===== config.mk =====
export PLATFORM = sky130hd
export DESIGN_NAME = dtq_tracker
export DESIGN_NICKNAME = d
export VERILOG_FILES = /design/src/rtl/dtq_pkg.sv /design/src/rtl/dtq_id_match.sv /design/src/rtl/dtq_entry_table.sv /design/src/rtl/dtq_tracker.sv
export SDC_FILE = /design/constraint.sdc
export NUM_CORES = 1
export LEC_CHECK = 0
export CAP_MARGIN = 20
export CORE_UTILIZATION = 40
export CTS_CLUSTER_SIZE = 12
export DETAILED_ROUTE_END_ITERATION = 8
export PLACE_DENSITY = 0.66
export SKIP_LAST_GASP = 1
export SYNTH_ARGS = -nofsm -noshare
export SYNTH_HDL_FRONTEND = slang
export SYNTH_SLANG_ARGS = --single-unit

===== constraint.sdc =====
create_clock -name clk -period 4.7 [get_ports clk]
set_input_delay 0.94 -clock clk [delete_from_list [all_inputs] [get_ports clk]]
set_output_delay 0.94 -clock clk [all_outputs]
set_load 0.005 [all_outputs]

===== src/rtl/dtq_pkg.sv =====
package dtq_pkg;

    localparam int DTQ_DEPTH_DEF      = 8;
    localparam int DTQ_AGENT_ID_W_DEF = 4;

    typedef enum logic [1:0] {
        RSP_NODATA   = 2'b00,
        RSP_HARDFAIL = 2'b01,
        RSP_DATA     = 2'b10,
        RSP_RSVD     = 2'b11
    } rsp_code_e;

    typedef enum logic {
        KIND_WRITE = 1'b0,
        KIND_READ  = 1'b1
    } txn_kind_e;

    typedef struct packed {
        logic      live;
        txn_kind_e kind;
    } entry_t;

    function automatic logic rsp_is_success(input logic [1:0] code);
        return code == RSP_NODATA;
    endfunction

endpackage


===== src/rtl/dtq_id_match.sv =====
module dtq_id_match #(
    parameter int AGENT_ID_W = 4,
    parameter int TID_W      = 3,
    localparam int DEFID_W   = 1 + AGENT_ID_W + TID_W
) (
    input  logic                  own_agent_type,
    input  logic [AGENT_ID_W-1:0] own_agent_id,
    input  logic [DEFID_W-1:0]    defid,
    output logic                  owner_hit,
    output logic [TID_W-1:0]      tid
);
    logic                  f_type;
    logic [AGENT_ID_W-1:0] f_agent;

    always_comb begin
        f_type    = defid[DEFID_W-1];
        f_agent   = defid[DEFID_W-2 -: AGENT_ID_W];
        tid       = defid[TID_W-1:0];
        owner_hit = (f_type == own_agent_type) && (f_agent == own_agent_id);
    end
endmodule


===== src/rtl/dtq_entry_table.sv =====
module dtq_entry_table
    import dtq_pkg::*;
#(
    parameter int DEPTH  = 8,
    localparam int IDX_W = $clog2(DEPTH)
) (
    input  logic             clk,
    input  logic             rst,
    input  logic             set_en,
    input  logic [IDX_W-1:0] set_idx,
    input  logic             set_kind,
    input  logic             clr_en,
    input  logic [IDX_W-1:0] clr_idx,
    output logic [DEPTH-1:0] live_vec,
    output logic [DEPTH-1:0] kind_vec
);
    entry_t slot_q [DEPTH];

    for (genvar i = 0; i < DEPTH; i++) begin : g_slot
        always_ff @(posedge clk) begin
            if (rst) begin
                slot_q[i] <= '{live: 1'b0, kind: KIND_WRITE};
            end else if (set_en && (set_idx == IDX_W'(i))) begin
                slot_q[i] <= '{live: 1'b1, kind: txn_kind_e'(set_kind)};
            end else if (clr_en && (clr_idx == IDX_W'(i))) begin
                slot_q[i].live <= 1'b0;
            end
        end
        assign live_vec[i] = slot_q[i].live;
        assign kind_vec[i] = slot_q[i].kind;
    end
endmodule


===== src/rtl/dtq_tracker.sv =====
module dtq_tracker
    import dtq_pkg::*;
#(
    parameter int DEPTH      = DTQ_DEPTH_DEF,
    parameter int AGENT_ID_W = DTQ_AGENT_ID_W_DEF,
    localparam int TID_W     = $clog2(DEPTH),
    localparam int DEFID_W   = 1 + AGENT_ID_W + TID_W
) (
    input  logic                  clk,
    input  logic                  rst,
    input  logic                  own_agent_type,
    input  logic [AGENT_ID_W-1:0] own_agent_id,
    input  logic                  enq_valid,
    input  logic [TID_W-1:0]      enq_tid,
    input  logic                  enq_kind,
    input  logic                  reply_req_valid,
    input  logic [DEFID_W-1:0]    reply_defid,
    input  logic                  reply_rsp_valid,
    input  logic [1:0]            reply_rsp_code,
    output logic                  match_valid,
    output logic [TID_W-1:0]      match_tid,
    output logic                  done_valid,
    output logic                  done_ok,
    output logic [TID_W-1:0]      done_tid,
    output logic                  done_kind,
    output logic                  dup_err,
    output logic                  q_full,
    output logic                  q_empty
);
    logic [DEPTH-1:0] live_vec;
    logic [DEPTH-1:0] kind_vec;
    logic             owner_hit;
    logic [TID_W-1:0] reply_tid;
    logic             enq_dup;
    logic             enq_take;
    logic             req_hit;
    logic             retire;
    logic             pend_q;
    logic [TID_W-1:0] pend_tid_q;

    dtq_id_match #(.AGENT_ID_W(AGENT_ID_W), .TID_W(TID_W)) u_match (
        .own_agent_type (own_agent_type),
        .own_agent_id   (own_agent_id),
        .defid          (reply_defid),
        .owner_hit      (owner_hit),
        .tid            (reply_tid)
    );

    always_comb begin
        enq_dup  = enq_valid && live_vec[enq_tid];
        enq_take = enq_valid && !live_vec[enq_tid];
        req_hit  = reply_req_valid && owner_hit && live_vec[reply_tid];
        retire   = reply_rsp_valid && pend_q;
    end

    dtq_entry_table #(.DEPTH(DEPTH)) u_table (
        .clk      (clk),
        .rst      (rst),
        .set_en   (enq_take),
        .set_idx  (enq_tid),
        .set_kind (enq_kind),
        .clr_en   (retire),
        .clr_idx  (pend_tid_q),
        .live_vec (live_vec),
        .kind_vec (kind_vec)
    );

    always_ff @(posedge clk) begin
        if (rst) begin
            pend_q      <= 1'b0;
            pend_tid_q  <= '0;
            match_valid <= 1'b0;
            match_tid   <= '0;
            done_valid  <= 1'b0;
            done_ok     <= 1'b0;
            done_tid    <= '0;
            done_kind   <= 1'b0;
            dup_err     <= 1'b0;
        end else begin
            dup_err     <= enq_dup;
            match_valid <= req_hit;
            if (req_hit) begin
                match_tid <= reply_tid;
            end
            if (reply_req_valid) begin
                pend_q     <= req_hit;
                pend_tid_q <= reply_tid;
            end else if (retire) begin
                pend_q <= 1'b0;
            end
            done_valid <= retire;
            if (retire) begin
                done_ok   <= rsp_is_success(reply_rsp_code);
                done_tid  <= pend_tid_q;
                done_kind <= kind_vec[pend_tid_q];
            end
        end
    end

    assign q_full  = &live_vec;
    assign q_empty = ~|live_vec;
endmodule


-- Word-level counts from Yosys, hierarchy flattened
Memory sizes are Yosys's and may differ from the RTL's.
Index checks and enable logic that the tools add are counted.
- bits of input ports: 24
- RAM bits: 16
- register bits: 15
- memories: 1
- muxes and demuxes: 82
- $lt $le $gt $ge: 3
- bitwise operators: 16
- reductions and logical operators: 30
- equality and inequality tests: 16
- memory list (memory ; depth ; width ; rd ports ; clocked after Yosys merged registers in ; wr ports ; line ; RTL):
    u_table.slot_q ; 8 ; 2 ; 8 ; 0 ; 8 ; dtq_entry_table.sv:17 ; entry_t slot_q [DEPTH];
- operator list (cell ; number):
    $mux 1 ; 71
    $eq 3x3->1 const B ; 8
    $logic_and 1x1->1 ; 22
    $mux 2 ; 8
    $or 1x1->1 ; 16
    $eq 3x2->1 const B ; 4
    $lt 3x4->1 const B ; 3
    $bmux 1 s3 ; 3
    $reduce_and 8->1 ; 1
    $reduce_or 8->1 ; 1
    $eq 3x1->1 const B ; 2
    $logic_not 3->1 ; 2
    $eq 4x4->1 ; 1
    $logic_not 1->1 ; 2
    $logic_not 2->1 ; 1
    $reduce_bool 2->1 ; 1
    $eq 1x1->1 ; 1

-- Depth between registers and ports, before layout
An unclocked memory read counts as a cell.
- depth after elaboration: 11
- gate-level depth with buffers: 5

-- Modules after synthesis
A second synthesis with hierarchy kept.
- cell total of the unflattened synthesis: 167
- area total of the unflattened synthesis: 1726.7 µm²
- modules (own cells, without submodules) (module ; instances ; area an instance (µm²) ; cells each):
    dtq_tracker ; 1 ; 827.0 ; 83
    dtq_entry_table ; 1 ; 818.3 ; 74
    dtq_id_match ; 1 ; 81.3 ; 10

-- Worst setup path after synthesis
Ideal clock, no wire load.
- path type: input to register
- from: input port enq_tid[0]
- to: memory u_table.slot_q[0][7] (netlist bit), enable pin
- cell stages on the path: 5
- buffers on the path: 1
- data required time: 4.396 ns
- setup slack: 2.278 ns
- arrival: 2.118 ns
- cells stage by stage: buf_6 > mux4_2 > nor3b_2 > a31o_2 > o21bai_1
- RTL lines (what ; line ; RTL):
    start, declared ; dtq_tracker.sv:14 ; input logic [TID_W-1:0] enq_tid,
    end, declared ; dtq_entry_table.sv:17 ;

==> results.sh <==
export IMPL_crit_path_top_delay_cell="clkdlybuf4s50_1"
export IMPL_clock_fmax_mhz=345
export IMPL_drtIter0Drc=52
export IMPL_synth_ff_type="edfxtp_1"
export IMPL_syn_num_nets=179
export IMPL_synthArstFlopShare=0
export IMPL_clock_skew_ns=0.00473
export IMPL_pwr_share_comb=0.130
export IMPL_yosys_area_top_type="edfxtp_1"
export IMPL_hold_path_depth=2
export IMPL_post_cts_setup_buffers=0
export IMPL_routabilityCongestion=0.900
export IMPL_syn_cell_area_mm2=0.00167
export IMPL_synth_ff_latch_count=31
export IMPL_grt_pass1_wl_um=6310
export IMPL_cp_slowest_stage_delay_ns=0.69
export IMPL_dieHeight_um=66.6
export IMPL_routedWlPerCell_um=16.0
export IMPL_worst_slack_ns=1.81
export IMPL_fin_hold_ws_ns=0.456
export IMPL_die_w_um=66.6
export IMPL_multi_input_area_um2=830
export IMPL_period_needed_ns=2.89
export IMPL_track_usage=0.200
export IMPL_power_switching_uw=145
export IMPL_synthDistinctLibCells=39
export IMPL_fin_crit_sh=0.616
export IMPL_clkPwrFrac=0.392
export IMPL_cts_sinks=31
export IMPL_first_pass_iters=4
export IMPL_clk_pin_slew_worst_paths_ns=0.07
export IMPL_critPathTopFamily="buffers and inverters"
export IMPL_gr_total_overflow=0
export IMPL_synth_top_cell_area_share=0.287
export IMPL_required_ns=4.69
export IMPL_synth_edf_count=16
export IMPL_ctsHtreeMaxLevel=2
export IMPL_ant_nets=0
export IMPL_numCtsBuffers=5
export IMPL_synth_area_leaders="edfxtp_1 29%, dfxtp_1 18%, nor2_1 6.1%"
export IMPL_grt_pass1_vias=1331
export IMPL_yosysMostFrequentCell="nor2_1"
export IMPL_drv_cap=0
export IMPL_num_rows=23
export IMPL_endpoint_kind="flip-flop"
export IMPL_netSwitchingFraction=0.229
export IMPL_drc=0
export IMPL_place_ws_ns=1.53
export IMPL_final_max_slew_viol_count=0
export IMPL_tightest_slew_ns=0.974
export IMPL_clock_latency_ns=0.28
export IMPL_synth_top_cells_by_count="27 x nor2_1, 16 x edfxtp_1, 15 x dfxtp_1, 11 x nand2_1"
export IMPL_synth_seq_area_share=0.467
export IMPL_syn_area_per_cell_um2=10.8
export IMPL_hold_violations=0
export IMPL_arrival_ns=2.88
export IMPL_grt_max_degree=30
export IMPL_cts_resized=0
export IMPL_diodes=0
export IMPL_core_area_mm2=0.00400
export IMPL_synth_warnings=0
export IMPL_wl_um=3860
export IMPL_portBuffers=36
export IMPL_placedCellCount=233
export IMPL_hpwl_um=2900
export IMPL_vias=1323
export IMPL_fin_tns_setup_ns=0
export IMPL_drive_above_1_share=0.136
export IMPL_synth_cells=155
export IMPL_register_area_um2=781
export IMPL_hp_class="reg -> reg"
export IMPL_power_density_mw_per_mm2=294
export IMPL_slew_limit_headroom=0.348
export IMPL_p_leak_uw=0.000742
export IMPL_io_pin_count=37
export IMPL_pwr_share_seq=0.478
export IMPL_area_delta_synth_final_pct=28.6
export IMPL_rsz0062_at_grt="false"
export IMPL_nets=214
export IMPL_avgViaCountPerCell=5.49
export IMPL_dieArea_mm2=0.00444
export IMPL_cts_tree="done"
export IMPL_rr_worst_depth=4
export IMPL_path_class="in -> reg"
export IMPL_n_fill_cell=361
export IMPL_p_total_uw=633
export IMPL_fin_cells=241
export IMPL_antenna_found_initial=0
export IMPL_crit_cells=5
export IMPL_cts_hold_buffers=0
export IMPL_start_util=0.418
export IMPL_cts_buffer_depth=2
export IMPL_status="finished clean"
export IMPL_intPower_uw=488
export IMPL_path_cells="clkdlybuf4s50_1, mux4_2, nor3b_2, a31o_2, o21bai_1"
export IMPL_peakVddDrop_mv=0.166
export IMPL_finalSetupViolCount=0
export IMPL_cp_buffers_inverters=1
export IMPL_clock_root_buffer="clkbuf_8"
export IMPL_critPathMaxFanout=8
export IMPL_worstSetupStartpointType="input port"
state kept, by name, summed over array words and instances (netlist names):
name	flops
pend_tid_q	3
u_table.slot_q	16
done_valid	1
dup_err	1
match_tid	3
done_ok	1
done_kind	1
done_tid	3
match_valid	1
pend_q	1
metal layers:
layer  part of all wire  global-route usage
met1               0.40               0.221
met2               0.52               0.346
met3              0.065              0.0616
met4              0.016              0.0957
met5                  0                   0
final cells by class:
cell class | instances | area share
inverters | 1 | 0.00175
clock inverters | 1 | 0.00233
clock buffers | 7 | 0.0501
repair buffers | 36 | 0.168
multi-input cells | 115 | 0.386
well taps | 50 | 0.0291
flip-flops and latches | 31 | 0.363
cells by family after synthesis:
| group | after synthesis | share of synthesized area |
|---|---|---|
| multiplexers | 15 | 0.141 |
| flip-flops | 31 | 0.467 |
| XOR/XNOR | 5 | 0.0262 |
| buffers and inverters | 9 | 0.0367 |
| AO/OA/AOI/OAI | 23 | 0.0973 |
| AND/OR/NAND/NOR | 72 | 0.232 |
stage by stage:
step | util | instance area (um^2)
6_report | 0.537 | 2150
5_1_grt | 0.537 | 2150
4_1_cts | 0.537 | 2150
3_5_place_dp | 0.509 | 2040
3_3_place_gp | 0.509 | 2040
2_1_floorplan | - | 1670
cell usage in the layout, fill, tap and decap left out, types with 2 or more instances in the layout:
cell type / synthesis / layout
mux4_1: 2 / 2
nand2_1: 11 / 11
nor3b_1: 2 / 2
edfxtp_1: 16 / 16
a31o_2: 2 / 2
a21oi_1: 6 / 6
mux2i_1: 7 / 7
mux4_2: 3 / 3
nor2b_1: 3 / 3
o21bai_1: 6 / 6
nor3_1: 2 / 2
nand3_1: 4 / 4
clkdlybuf4s50_1: 0 / 36
clkbuf_8: 0 / 6
dfxtp_1: 15 / 15
nand2b_1: 7 / 7
mux2_2: 2 / 2
a21o_1: 5 / 5
or4_1: 2 / 2
nor2_1: 27 / 27
xnor2_1: 5 / 5
or2_2: 3 / 3
nand4_1: 3 / 3
path summary, 6_finish.rpt:
check,from,end,slack [ns]
max,enq_tid[0],u_table.slot_q[0][7],1.81
min,done_tid[2],done_tid[2],0.46
max reg2reg,u_table.slot_q[0][7],u_table.slot_q[0][7],2.78
min reg2reg,done_tid[2],done_tid[2],0.46
worst register-to-register path: cells and delay by family (launching register included):
family	cells	cell delay, ns
flip-flops	1	0.43
multiplexers	1	0.56
AO/OA/AOI/OAI	2	0.35
AND/OR/NAND/NOR	1	0.29
power groups by stage:
stage               clock network (uW)  registers (uW)  logic (uW)
floorplan                            0             303        53.7
global placement                     0             308        80.2
detailed placement                   0             308        82.2
CTS                                255             302        82.9
global route                       267             304        89.5
finish                             248             302        82.5
Power figures use the tool's default switching activity.
